--- src/rtl/dbg_pkg.sv ---
package dbg_pkg;
  typedef enum logic [2:0] {
    OP_LDS  = 3'd0,
    OP_STS  = 3'd1,
    OP_LD   = 3'd2,
    OP_ST   = 3'd3,
    OP_LDCS = 3'd4,
    OP_STCS = 3'd5,
    OP_KEY  = 3'd6,
    OP_REP  = 3'd7
  } op_e;

  typedef enum logic [3:0] {
    S_OP, S_ADDR, S_RD, S_WDATA, S_WR, S_PRD, S_PTRW,
    S_CSRR, S_CSRW, S_KEY, S_REPN
  } st_e;
endpackage

--- src/rtl/dbg_key_check.sv ---
module dbg_key_check #(
  parameter int KEY_BYTES = 8,
  parameter logic [8*KEY_BYTES-1:0] KEY_VALUE = '0
) (
  input  logic       clk_i,
  input  logic       rst_ni,
  input  logic       start_i,
  input  logic       byte_valid_i,
  input  logic [7:0] byte_i,
  output logic       last_o,
  output logic       key_ok_o
);
  localparam int KW = 8 * KEY_BYTES;
  localparam int CW = $clog2(KEY_BYTES);

  logic [CW-1:0] cnt_q;
  logic [KW-1:0] sh_q, sh_nxt;

  assign last_o = (cnt_q == CW'(KEY_BYTES - 1));
  assign sh_nxt = {byte_i, sh_q[KW-1:8]};

  always_ff @(posedge clk_i or negedge rst_ni) begin
    if (!rst_ni) begin
      cnt_q    <= '0;
      sh_q     <= '0;
      key_ok_o <= 1'b0;
    end else if (start_i) begin
      cnt_q <= '0;
    end else if (byte_valid_i) begin
      sh_q  <= sh_nxt;
      cnt_q <= last_o ? '0 : cnt_q + 1'b1;
      if (last_o) key_ok_o <= (sh_nxt == KEY_VALUE);
    end
  end


  key_ok_hold_chk: assert property (@(posedge clk_i) disable iff (!rst_ni)
    !(byte_valid_i && last_o) |=> $stable(key_ok_o));
endmodule

--- src/rtl/dbg_csr_file.sv ---
module dbg_csr_file #(
  parameter int IDX_W = 4
) (
  input  logic             clk_i,
  input  logic             rst_ni,
  input  logic             we_i,
  input  logic [IDX_W-1:0] idx_i,
  input  logic [7:0]       wdata_i,
  input  logic             key_ok_i,
  output logic [7:0]       rdata_o
);
  localparam int NREG = 1 << IDX_W;

  logic [7:0] regs [NREG];

  for (genvar g = 0; g < NREG; g++) begin : g_reg
    if (g == 0) begin : g_status
      assign regs[g] = {7'b0, key_ok_i};
    end else begin : g_rw
      always_ff @(posedge clk_i or negedge rst_ni) begin
        if (!rst_ni)                          regs[g] <= '0;
        else if (we_i && idx_i == IDX_W'(g))  regs[g] <= wdata_i;
      end
    end
  end

  assign rdata_o = regs[idx_i];
endmodule

--- src/rtl/dbg_instr_engine.sv ---
module dbg_instr_engine
  import dbg_pkg::*;
#(
  parameter int AW        = 32,
  parameter int CSR_IDX_W = 4,
  parameter int KEY_BYTES = 8,
  parameter logic [8*KEY_BYTES-1:0] KEY_VALUE = 64'h1289_AB45_CDD8_88FF
) (
  input  logic          clk_i,
  input  logic          rst_ni,
  input  logic          in_valid_i,
  input  logic [7:0]    in_data_i,
  output logic          in_ready_o,
  output logic          out_valid_o,
  output logic [7:0]    out_data_o,
  output logic [AW-1:0] bus_addr_o,
  output logic [7:0]    bus_wdata_o,
  input  logic [7:0]    bus_rdata_i,
  output logic          bus_rd_o,
  output logic          bus_wr_o,
  input  logic          bus_ready_i,
  output logic          key_ok_o
);
  localparam int PW = 32;

  st_e         state_q, first_st;
  op_e         kind_q, dec_kind;
  logic [3:0]  fld_q, dec_fld;
  logic [1:0]  cnt_q;
  logic [PW-1:0] addr_q, ptr_q, rep_q;
  logic [PW-1:0] addr_nxt, ptr_nxt, rep_nxt, base, bus_addr_full;
  logic [7:0]  wdata_q, csr_rdata;
  logic        in_fire, ind, postinc, last_d, finish, launch, relaunch;
  logic        key_last;

  // opcode comes from the stream in S_OP, else from the held copy (repeat)
  assign dec_kind = (state_q == S_OP) ? op_e'(in_data_i[7:5]) : kind_q;
  assign dec_fld  = (state_q == S_OP) ? in_data_i[3:0]        : fld_q;

  always_comb begin
    unique case (dec_kind)
      OP_LDS, OP_STS: first_st = S_ADDR;
      OP_LD:   first_st = dec_fld[3] ? S_PRD  : S_RD;
      OP_ST:   first_st = dec_fld[3] ? S_PTRW : S_WDATA;
      OP_LDCS: first_st = S_CSRR;
      OP_STCS: first_st = S_CSRW;
      OP_KEY:  first_st = S_KEY;
      default: first_st = S_REPN;
    endcase
  end

  assign in_ready_o = state_q inside {S_OP, S_ADDR, S_WDATA, S_PTRW, S_CSRW, S_KEY, S_REPN};
  assign in_fire    = in_valid_i && in_ready_o;
  assign ind        = (kind_q == OP_LD) || (kind_q == OP_ST);
  assign postinc    = ind && (fld_q[3:2] == 2'b01);
  assign last_d     = (cnt_q == fld_q[1:0]);

  assign base          = ind ? ptr_q : addr_q;
  assign bus_addr_full = base + (postinc ? '0 : PW'(cnt_q));
  assign bus_addr_o    = bus_addr_full[AW-1:0];
  assign bus_rd_o      = (state_q == S_RD);
  assign bus_wr_o      = (state_q == S_WR);
  assign bus_wdata_o   = wdata_q;

  always_comb begin
    addr_nxt = addr_q;
    ptr_nxt  = ptr_q;
    rep_nxt  = rep_q;
    addr_nxt[8*cnt_q +: 8] = in_data_i;
    ptr_nxt[8*cnt_q +: 8]  = in_data_i;
    rep_nxt[8*cnt_q +: 8]  = in_data_i;
  end

  always_comb begin
    unique case (state_q)
      S_RD, S_WR: finish = bus_ready_i && last_d;
      S_PRD:      finish = last_d;
      S_PTRW:     finish = in_fire && last_d;
      S_CSRR:     finish = 1'b1;
      S_CSRW:     finish = in_fire;
      S_KEY:      finish = in_fire && key_last;
      default:    finish = 1'b0;
    endcase
  end

  assign relaunch = finish && (rep_q != '0);
  assign launch   = ((state_q == S_OP) && in_fire) || relaunch;

  dbg_key_check #(.KEY_BYTES(KEY_BYTES), .KEY_VALUE(KEY_VALUE)) u_key (
    .clk_i, .rst_ni,
    .start_i     (launch && dec_kind == OP_KEY),
    .byte_valid_i(state_q == S_KEY && in_fire),
    .byte_i      (in_data_i),
    .last_o      (key_last),
    .key_ok_o
  );

  dbg_csr_file #(.IDX_W(CSR_IDX_W)) u_csr (
    .clk_i, .rst_ni,
    .we_i    (state_q == S_CSRW && in_fire),
    .idx_i   (fld_q[CSR_IDX_W-1:0]),
    .wdata_i (in_data_i),
    .key_ok_i(key_ok_o),
    .rdata_o (csr_rdata)
  );

  always_ff @(posedge clk_i or negedge rst_ni) begin
    if (!rst_ni) begin
      state_q     <= S_OP;
      kind_q      <= OP_LDS;
      fld_q       <= '0;
      cnt_q       <= '0;
      addr_q      <= '0;
      ptr_q       <= '0;
      rep_q       <= '0;
      wdata_q     <= '0;
      out_valid_o <= 1'b0;
      out_data_o  <= '0;
    end else begin
      out_valid_o <= 1'b0;
      unique case (state_q)
        S_ADDR: if (in_fire) begin
          addr_q <= addr_nxt;
          if (cnt_q == fld_q[3:2]) begin
            cnt_q   <= '0;
            state_q <= (kind_q == OP_LDS) ? S_RD : S_WDATA;
          end else cnt_q <= cnt_q + 1'b1;
        end
        S_RD: if (bus_ready_i) begin
          out_valid_o <= 1'b1;
          out_data_o  <= bus_rdata_i;
          if (postinc) ptr_q <= ptr_q + 1'b1;
          if (!last_d) cnt_q <= cnt_q + 1'b1;
        end
        S_WDATA: if (in_fire) begin
          wdata_q <= in_data_i;
          state_q <= S_WR;
        end
        S_WR: if (bus_ready_i) begin
          if (postinc) ptr_q <= ptr_q + 1'b1;
          if (!last_d) begin
            cnt_q   <= cnt_q + 1'b1;
            state_q <= S_WDATA;
          end
        end
        S_PRD: begin
          out_valid_o <= 1'b1;
          out_data_o  <= ptr_q[8*cnt_q +: 8];
          if (!last_d) cnt_q <= cnt_q + 1'b1;
        end
        S_PTRW: if (in_fire) begin
          ptr_q <= ptr_nxt;
          if (!last_d) cnt_q <= cnt_q + 1'b1;
        end
        S_CSRR: begin
          out_valid_o <= 1'b1;
          out_data_o  <= csr_rdata;
        end
        S_REPN: if (in_fire) begin
          rep_q <= rep_nxt;
          if (last_d) state_q <= S_OP;
          else        cnt_q   <= cnt_q + 1'b1;
        end
        default: ;
      endcase

      if (finish) state_q <= S_OP;
      if (relaunch) rep_q <= rep_q - 1'b1;
      if (launch) begin
        kind_q  <= dec_kind;
        fld_q   <= dec_fld;
        cnt_q   <= '0;
        addr_q  <= '0;
        state_q <= first_st;
        if (dec_kind == OP_REP) rep_q <= '0;
      end
    end
  end


  bus_hold_chk: assert property (@(posedge clk_i) disable iff (!rst_ni)
    ((bus_rd_o || bus_wr_o) && !bus_ready_i) |=>
      (bus_rd_o == $past(bus_rd_o) && bus_wr_o == $past(bus_wr_o) &&
       $stable(bus_addr_o) && $stable(bus_wdata_o)));


  wr_after_byte_chk: assert property (@(posedge clk_i) disable iff (!rst_ni)
    $rose(bus_wr_o) |-> $past(in_valid_i && in_ready_o));


  rd_return_chk: assert property (@(posedge clk_i) disable iff (!rst_ni)
    (bus_rd_o && bus_ready_i) |=> (out_valid_o && out_data_o == $past(bus_rdata_i)));


  rep_no_grow_chk: assert property (@(posedge clk_i) disable iff (!rst_ni)
    (state_q != S_REPN) |=> (rep_q <= $past(rep_q)));


  ptr_step_chk: assert property (@(posedge clk_i) disable iff (!rst_ni)
    (state_q != S_PTRW) |=> (ptr_q == $past(ptr_q) || ptr_q == $past(ptr_q) + 1));
endmodule

--- config.mk ---
export PLATFORM = sky130hd
export DESIGN_NAME = dbg_instr_engine
export DESIGN_NICKNAME = d
export VERILOG_FILES = /design/src/rtl/dbg_pkg.sv /design/src/rtl/dbg_key_check.sv /design/src/rtl/dbg_csr_file.sv /design/src/rtl/dbg_instr_engine.sv
export SDC_FILE = /design/constraint.sdc
export NUM_CORES = 1
export LEC_CHECK = 0
export ABC_AREA = 1
export CAP_MARGIN = 10
export CORE_MARGIN = 2
export CORE_UTILIZATION = 65
export CTS_BUF_LIST = sky130_fd_sc_hd__clkbuf_16
export CTS_CLUSTER_DIAMETER = 40
export CTS_CLUSTER_SIZE = 8
export DETAILED_ROUTE_END_ITERATION = 16
export DONT_BUFFER_PORTS = 1
export PLACE_DENSITY = 0.78
export SYNTH_ARGS = -nofsm -noshare
export SYNTH_HDL_FRONTEND = slang
export SYNTH_SLANG_ARGS = --single-unit
--- constraint.sdc ---
create_clock -name clk_i -period 3.56 [get_ports clk_i]
set_clock_uncertainty 0.05 [all_clocks]
set_input_delay 0.178 -clock clk_i [delete_from_list [all_inputs] [get_ports clk_i]]
set_output_delay 0.178 -clock clk_i [all_outputs]
set_load 0.05 [all_outputs]
Word level (Yosys, flattened, before mapping). Index checks and enable logic that the tools add are counted.

Flip-flop bits (word level): 314. Input port bits: 20. Output and inout port bits: 53. Logic and storage cells: 197.

Add/subtract/negate cells: 6. $lt $le $gt $ge: 1. Equality and inequality tests: 53. Shift operators: 3. Multiplexer cells: 51. Bitwise gates (word level): 2. Reduce and logical (&&, ||, !) cells: 52.

Operator list (count): two-way mux 32 bit (12); bitwise mux 32 bit (3); equality test 64 x 61 -> 1 bit, second input constant (1); one-hot mux 32 bit (2 select lines) (1); equality test 4 bit, second input constant (11); two-way mux 4 bit (10); negator 5 -> 34 bit (1); variable shift 8 x 34 -> 32 bit, first input constant (1); variable part select 8 x 34 -> 32 bit (1); adder 32 x 1 -> 32 bit, second input constant (1); adder 32 x 2 -> 32 bit (1); binary-select mux 8 bit (select 4 bit) (1); equality test 4 x 3 -> 1 bit, second input constant (8); nonzero test 32 bit (1); variable part select 32 x 6 -> 8 bit (1); subtractor 32 x 1 -> 32 bit, second input constant (1); logical AND 1 bit (25); two-way mux 8 bit (3); one-hot mux 4 bit (6 select lines) (1); one-hot mux 8 bit (3 select lines) (1); two-way mux 3 bit (6); equality test 4 x 2 -> 1 bit, second input constant (4); != test 4 bit, second input constant (4); one-hot mux 4 bit (4 select lines) (1); 36 further kinds (68).

Longest topological paths before layout. Gate-level depths: netlist (run 1).

Depth in word-level cells: 10. Depth in mapped cells: 17. Gate-level depth less buffers: 15.

Cells and area by module. From an unflattened synthesis (run 1), not the netlist that was laid out.

Cell total of the unflattened synthesis: 2545. Area total of the unflattened synthesis: 17946.0 µm².

Modules (own cells, without submodules): dbg_instr_engine (instances 1, cells an instance 1494, area each 9679.3 µm², sequential area each 3153.0 µm²); dbg_csr_file (instances 1, cells an instance 753, area each 5751.8 µm², sequential area each 3002.9 µm²); dbg_key_check (instances 1, cells an instance 298, area each 2514.9 µm², sequential area each 1501.4 µm²).

Least setup slack after synthesis (run 1). OpenSTA, ideal clock, no wires.

Path type: register -> output. Start point: register kind_q[1]. End point: output port bus_addr_o[27]. Arrival: 3328 ps. Required time: 3332 ps. Setup slack: 4 ps. Cell stages (with the launch flop): 16. Path buffers: 3. Cells stage by stage: dfrtp_1 -> nand2_2 -> buf_4 -> buf_2 -> buf_1 -> o21ai_0 -> ha_1 -> a21o_1 -> nand2_1 -> nor2_2 -> nand3_1 -> nor2_2 -> nand2_1 -> nor2_2 -> nand3b_1 -> xor2_1.

Word-level cells in the longest chain between the ends: 5. Elaborated cells on any way between the ends: 7. Classes of those cells: 1 x add/sub; 2 x eq/ne; 2 x mux; 2 x reduce/logical.

Ends and longest elaborated chain: start, declared (line dbg_instr_engine.sv:27) `op_e kind_q, dec_kind;`; start signal, assigned (line dbg_instr_engine.sv:170) `kind_q <= dec_kind;`; equality test 3 x 2 -> 1 bit (line dbg_instr_engine.sv:54) `assign ind = (kind_q == OP_LD) || (kind_q == OP_ST);`; logical OR 1 bit * (line dbg_instr_engine.sv:54); logical AND 1 bit (line dbg_instr_engine.sv:55) `assign postinc = ind && (fld_q[3:2] == 2'b01);`; two-way mux 2 bit (line dbg_instr_engine.sv:59) `assign bus_addr_full = base + (postinc ? '0 : PW'(cnt_q));`; adder 32 x 2 -> 32 bit * (line dbg_instr_engine.sv:59); end, declared (line dbg_instr_engine.sv:16) `output logic [AW-1:0] bus_addr_o,`.

Mark *: on every way between the ends. The rest lies on a longest branch, timed or not.

Worst setup path in the final report (run 1).
Start point: register fld_q[3]. End point: output port bus_addr_o[21].

Word-level cells in the longest chain between the ends: 4.

Ends and longest elaborated chain: start, declared (line dbg_instr_engine.sv:28) `logic [3:0] fld_q, dec_fld;`; start signal, assigned (line dbg_instr_engine.sv:171) `fld_q <= dec_fld;`; equality test 2 x 1 -> 1 bit (line dbg_instr_engine.sv:55); logical AND 1 bit (line dbg_instr_engine.sv:55); two-way mux 2 bit (line dbg_instr_engine.sv:59); adder 32 x 2 -> 32 bit (line dbg_instr_engine.sv:59).

No other way between the ends.

==> metrics.yaml, run 1 <==
outcome:
  outcome: "finished with violations"
  violations: "hold timing"
sta:
  tightest_slew_ns: 0.9538
  timing.hold.ws_ns: -0.7345
  layout_setup_ws_ns: 0.1283
  timing.fmax_ghz: 0.2914
  hold_violations: 306
  setup_violations: 0
  maxSlewHeadroom_pct: 36.41
  fin_crit_ns: 3.432
  period_share_pct: 96.40
  drv_slew: 0
cells_and_area:
  drive_above_1_share_pct: 8.703
  final_cells: 2656
  multi_input_area_um2: 8140
  layout.nets: 2332
  final-seq-area_um2: 7660
  fin_area_um2: 19390
  diodes: 0
  layout_common_cells: "nand2_1, dfrtp_1, o21ai_0, inv_1, nor2_1"
  fillers: 1993
  final_common_cell: "nand2_1"
  syn_to_final_growth_pct: 13.42
grt:
  grt_usage_pct: 36.23
  grt_start_max_net_pins: 307
  grt.overflow.total: 0
  grt_pass1_wl_mm: 80.46
  grt_pass1_vias: 15120
  antenna_found_initial: 1
worst_setup_path:
  cp_max_fo: 5
  crit_required_ns: 3.33
  endpoint_kind: "output port"
  worstReg2RegStart: "fld_q[0]$_DFFE_PN0P_"
  crit_type: "flip-flop to output port"
  crit_path_start: "fld_q[3]$_DFFE_PN0N_"
  critPathLaunchType: "flip-flop"
  crit_arrival_ns: 3.20
placement:
  io_buffers: 0
  routabilityCongestion: 0.9560
  dpl.cell_count: 2560
  place_area_um2: 17550
  dp_hpwl_mm: 34.53
  pre_cts_ws_ns: 0.4903
clock_tree:
  max-clock-path-buffers: 3
  path_clk_slew_ns: 0.05
  worstSkewPairLatency_ns: 0.57
  cts-root-buf: "clkbuf_16"
  cts_tree: "built"
  clock-sinks: 306
  htreeDepth: 2
  cts_hold_buf: 18
  cts_buffers: 51
pwr:
  ir_drop_v: 0.0007403
  power.switching_mw: 7.665
  sw_frac_of_total_pct: 44.61
  power_frac_clock_pct: 26.3
  internal_power_mw: 9.517
  combPwrFrac_pct: 40.2
  p_seq_share_pct: 33.5
  power_density_nw_per_um2: 886.0
  power_leakage_nw: 8.856
synthesis:
  yosysTopAreaCell: "dfrtp_1"
  yosysTopAreaCellShare_pct: 44.79
  synth_area_um2: 17100
  synth_area_per_cell_um2: 7.562
  synth-async-reset-ratio_pct: 100.0
  syn_inst: 2261
  ys_seq_area_share_pct: 44.79
  ys_ff_latch: 306
  synth_nets: 2293
  synth.area.top_cells: "dfrtp_1, nand2_1, o21ai_0"
  synth_cell_types: 52
  yosysWarnings: 0
  synth-main-ff-cell: "dfrtp_1"
  synth-edff-count: 0
floorplan:
  coreArea_um2: 25910
  initial_core_util_pct: 65.99
  die_h_um: 166.2
  rows: 59
  boundaryPins: 73
  dieArea_um2: 27620
  fp.dieW_um: 166.2
detailed_routing:
  num_vias: 16150
  drt-initial-drc-count: 1969
  routedWlPerCell_um: 18.98
  ant_nets: 0
  viasPerCell: 6.079
  firstDrtPassIters: 5
  drc: 0
  wl_mm: 50.42
min_path:
  hold_path_class: "input pin to asynchronous set/reset pin"
run:
  cap_violations: 0
==> synthesized netlist by cell type (13+ instances only) <==
master,n
clkbuf_1,60
buf_2,23
inv_1,229
dfrtp_1,306
nor3_1,40
a21oi_1,122
nor4_1,13
o21ai_0,288
a22oi_1,47
nand2_1,526
nor2_1,231
nand3_1,96
o211ai_1,20
xor2_1,59
nand4_1,29
o21ai_1,17
==> final timing paths <==
| path | depth (start not counted) | to | slack [ns] |
|---|---|---|---|
| setup / recovery | 15 | bus_addr_o[21] | 0.13 |
| hold / removal | 0 | u_key.sh_q[36]$_DFFE_PN0P_ | -0.73 |
| setup reg to reg | 10 | out_data_o[3]$_DFFE_PN0P_ | 0.53 |
| hold reg to reg | 2 | u_key.sh_q[40]$_DFFE_PN0P_ | 0.43 |
| max in group asynchronous | 0 | rep_q[8]$_DFF_PN0_ | 3.84 |
| min in group clk_i | 3 | u_csr.regs[95]$_DFFE_PN0P_ | 0.03 |
==> worst max-delay path: stages (launching register included) <==
cell,delay [ns]
dfrtp_2,0.43
nor2_2,0.15
nand3_2,0.14
inv_1,0.12
nor2_1,0.08
ha_1,0.31
a21o_1,0.13
nand2_1,0.10
nor2_4,0.15
nand3_4,0.12
nor2_4,0.17
nand2_2,0.10
nor2_2,0.14
nand3_1,0.10
xor2_1,0.16
buf_4,0.22
==> flip-flops by register name, indices dropped and copies added (netlist names) <==
| register | cells |
|---|---|
| ptr_q | 32 |
| kind_q | 3 |
| rep_q | 32 |
| u_csr.regs | 120 |
| bus_wdata_o | 8 |
| u_key.sh_q | 56 |
| fld_q | 4 |
| state_q | 4 |
| addr_q | 32 |
| cnt_q | 2 |
| u_key.key_ok_o | 1 |
| out_data_o | 8 |
| out_valid_o | 1 |
| u_key.cnt_q | 3 |
==> per-layer routing <==
| metal | wire length [um] | global-route usage, % | part of all wire [%] | vias to the layer above |
|---|---|---|---|---|
| met5 | 13 | 0 | 0.026 | - |
| met4 | 1575 | 11.46 | 3.1 | 2 |
| met3 | 5210 | 8.222 | 10 | 134 |
| met2 | 21650 | 53.18 | 43 | 834 |
| met1 | 21970 | 53.83 | 44 | 7627 |
| li1 | - | - | - | 7548 |
==> repair_timing <==
action | CTS | global route
pin swaps | 1 | 2
setup buffers | 0 | 4
hold endpoints to repair | 349 | 306
endpoints found under the setup margin | 5 | 19
resized for setup | 4 | 22
==> final cells by class <==
type	count	share of cell area, %
sequential	306	39.50
clock buffer	52	6.710
inverter	238	4.639
multi-input combinational	1615	41.98
clock inverter	22	1.290
tap	335	2.161
timing repair buffer	88	3.723
==> per-stage QoR <==
step | power [mW] | setup TNS (ns) | util [%] | hold slack, ns
after floorplan | 10.54 | 0 | - | -0.1676
after global routing | 18.14 | -0.006811 | 74.84 | -0.7545
after detailed placement | 12.36 | 0 | 67.75 | -0.1612
after global placement | 12.20 | 0 | 67.75 | -0.1618
final | 17.18 | 0 | 74.84 | -0.7345
after CTS | 16.97 | 0 | 74.47 | -0.7447
==> cells by family (layout without fill, tap and decap cells) <==
| kind of cell | after synthesis | count (layout) | synth area share, % |
|---|---|---|---|
| and+or+nand+nor | 982 | 982 | 24.43 |
| AOI/OAI and AO/OA | 550 | 550 | 18.21 |
| buffers and inverters | 340 | 400 | 8.020 |
| DFF | 306 | 306 | 44.79 |
| xor gates and xnor gates | 71 | 71 | 3.637 |
| adders and majority gates | 12 | 12 | 0.9221 |
==> power by group through the flow <==
stage / clock [mW] / combinational [mW] / sequential (mW)
2_1_floorplan: 0 / 5.08 / 5.46
3_3_place_gp: 0 / 6.47 / 5.73
3_5_place_dp: 0 / 6.60 / 5.76
4_1_cts: 4.55 / 6.69 / 5.72
5_1_grt: 4.72 / 7.55 / 5.87
6_report: 4.52 / 6.90 / 5.76
Note: power is estimated with default switching activity, not from simulation.
==> inputs of run 2 (changes only) <==
--- a/config.mk
+++ b/config.mk
@@ -8,13 +8,13 @@
 export ABC_AREA = 1
 export CAP_MARGIN = 10
 export CORE_MARGIN = 2
-export CORE_UTILIZATION = 65
+export CORE_UTILIZATION = 58
 export CTS_BUF_LIST = sky130_fd_sc_hd__clkbuf_16
 export CTS_CLUSTER_DIAMETER = 40
 export CTS_CLUSTER_SIZE = 8
 export DETAILED_ROUTE_END_ITERATION = 16
 export DONT_BUFFER_PORTS = 1
-export PLACE_DENSITY = 0.78
+export PLACE_DENSITY = 0.73
 export SYNTH_ARGS = -nofsm -noshare
 export SYNTH_HDL_FRONTEND = slang
 export SYNTH_SLANG_ARGS = --single-unit
==> constraint.sdc (replaced) <==
create_clock -name clk_i -period 2.9 [get_ports clk_i]
set_clock_uncertainty 0.05 [all_clocks]
set_input_delay 0.145 -clock clk_i [delete_from_list [all_inputs] [get_ports clk_i]]
set_output_delay 0.145 -clock clk_i [all_outputs]
set_load 0.02 [all_outputs]
==> metrics.yaml, run 2 (same netlist as run 1, synthesis figures left out) <==
run:
  cap_violations: 0
floorplan:
  initial_core_util_pct: 59.25
  fp.dieW_um: 175.7
  rows: 62
  dieArea_um2: 30870
  boundaryPins: 73
  coreArea_um2: 28860
  die_h_um: 175.7
placement:
  io_buffers: 0
  routabilityCongestion: 0.9768
  dp_hpwl_mm: 36.29
  dpl.cell_count: 2640
clock_tree:
  clock-sinks: 306
  cts_tree: "built"
  max-clock-path-buffers: 3
  worstSkewPairLatency_ns: 0.57
  cts_hold_buf: 17
  htreeDepth: 2
  cts-root-buf: "clkbuf_16"
  path_clk_slew_ns: 0.05
  cts_buffers: 50
cells_and_area:
  largestRegisters: "u_csr.regs (120), u_key.sh_q (56)"
  fin_util_pct: 70.99
  final_cells: 2776
  registers.top_by_ff_count: "u_csr.regs"
  syn_to_final_growth_pct: 19.82
  final_common_cell: "nand2_1"
  layout.nets: 2400
  drive_above_1_share_pct: 14.23
  largest_reg_flops: 120
  layout_common_cells: "nand2_1, dfrtp_1, o21ai_0, inv_1, nor2_1"
outcome:
  violations: "hold timing, setup timing"
  outcome: "finished with violations"
worst_setup_path:
  crit_path_start: "kind_q[1]$_DFFE_PN0N_"
  crit_slowest_cell: "dfrtp_2"
  worst_r2r_endpoint: "u_key.sh_q[30]$_DFFE_PN0P_"
  critPathMostFrequentCell: "nor2_4"
  crit_type: "flip-flop to output port"
  cp_max_fo: 5
  rrSetupSlack_ns: 0.20
  rr_worst_depth: 13
  path_buf_inv: 0
  worstSetupEndpoint: "bus_addr_o[27]"
  worstReg2RegStart: "state_q[0]$_DFFE_PN0P_"
  cpPeakStageDelay_ns: 0.51
  path_cells: "nand2_8 > nand2_4 > o21ai_4 > ha_4 > a21o_1 > nand2_2 > nor2_4 > nand3_4 > nor2_4 > nand2_4 > nor2_4 > nand3b_1 > xor2_2"
  path_depth: 13
  crit_required_ns: 2.71
  cp_top_family: "simple AND/OR/NAND/NOR gates"
  endpoint_kind: "output port"
  critPathLaunchType: "flip-flop"
  crit_arrival_ns: 2.99
detailed_routing:
  viasPerCell: 5.944
  firstDrtPassIters: 5
  wl_mm: 54.39
  num_vias: 16500
  drc: 0
  routedWlPerCell_um: 19.59
  ant_nets: 0
  drt-initial-drc-count: 1924
sta:
  setup_violations: 27
  drv_slew: 0
  hold_violations: 306
  tightest_slew_ns: 0.8683
  fin_tns_setup_ns: -3.879
  timing.fmax_ghz: 0.3139
  timing.hold.ws_ns: -0.7798
  fin_crit_ns: 3.185
  period_share_pct: 109.8
  layout_setup_ws_ns: -0.2853
  maxSlewHeadroom_pct: 42.05
  rsz0062_at_grt: "yes"
pwr:
  sw_frac_of_total_pct: 43.01
  internal_power_mw: 12.07
  power_leakage_nw: 9.428
  power_density_nw_per_um2: 1033
  power_frac_clock_pct: 25.9
  ir_drop_v: 0.0006813
  power_mw: 21.17
  power.switching_mw: 9.106
  combPwrFrac_pct: 41.9
  p_seq_share_pct: 32.3
grt:
  grt_pass1_wl_mm: 85.79
  grt_start_max_net_pins: 307
  antenna_found_initial: 2
  grt.overflow.total: 0
  grt_usage_pct: 35.04
  grt_pass1_vias: 15840
min_path:
  hold_path_class: "input pin to asynchronous set/reset pin"
[run 2: cell count changes in the layout (fill, tap and decap cells not counted), sizes merged, moves of 2 or more]
cell,delta
buf,+69
diode,+3
clkbuf,-2
inv,+6
clkinv,-4
[run 2: worst min path at each step]
stage          slack (ns)  cells past startpoint   start                    endpoint
6_report            -0.78                      0  rst_ni  u_key.sh_q[21]$_DFFE_PN0P_
5_1_grt             -0.80                      0  rst_ni  u_key.sh_q[29]$_DFFE_PN0P_
4_1_cts             -0.80                      0  rst_ni  u_key.sh_q[39]$_DFFE_PN0P_
3_5_place_dp        -0.19                      0  rst_ni  u_key.sh_q[21]$_DFFE_PN0P_
3_3_place_gp        -0.19                      0  rst_ni  u_key.sh_q[29]$_DFFE_PN0P_
2_1_floorplan       -0.20                      0  rst_ni       addr_q[0]$_DFFE_PN0P_
[run 2: area by class of cell]
type	count	area, um2
diodes	3	7.507
clock buffers	50	1251
clock inverters	23	265.3
fillers	2278	8371
inverters	238	904.6
multi-input cells	1616	8607
flip-flops and latches	306	7659
well taps	384	480.5
repair buffers	156	1313
[run 2: power groups by stage]
stage / logic (mW) / registers [mW] / clock network [mW]
after floorplan: 5.68 / 6.45 / 0
after global placement: 7.72 / 6.77 / 0
after detailed placement: 7.87 / 6.81 / 0
after CTS: 8.40 / 6.79 / 5.51
after global routing: 9.72 / 6.97 / 5.71
final: 8.86 / 6.83 / 5.47
[run 2: stage by stage]
step / setup WS [ns] / area [um2]
2_1_floorplan: -0.03084 / 17180
3_5_place_dp: 0.03696 / 17940
3_3_place_gp: 0.1226 / 17940
6_report: -0.2853 / 20490
5_1_grt: -0.3605 / 20490
4_1_cts: -0.1815 / 20180
[run 2: per-layer routing]
layer	vias up	part of all wire, %	global-route usage, %
li1	7683	-	-
met1	7905	43	50.52
met2	778	44	52.87
met3	134	9.8	8.442
met4	0	2.9	10.26
met5	-	0	0
[run 2: repair_timing]
action / CTS / global route
hold endpoints to repair: 364 / 306
pin swaps: 27 / 31
buffers inserted: 32 / 13
gates cloned: 2 / 0
endpoints found under the setup margin: 24 / 26
resized for setup: 76 / 59
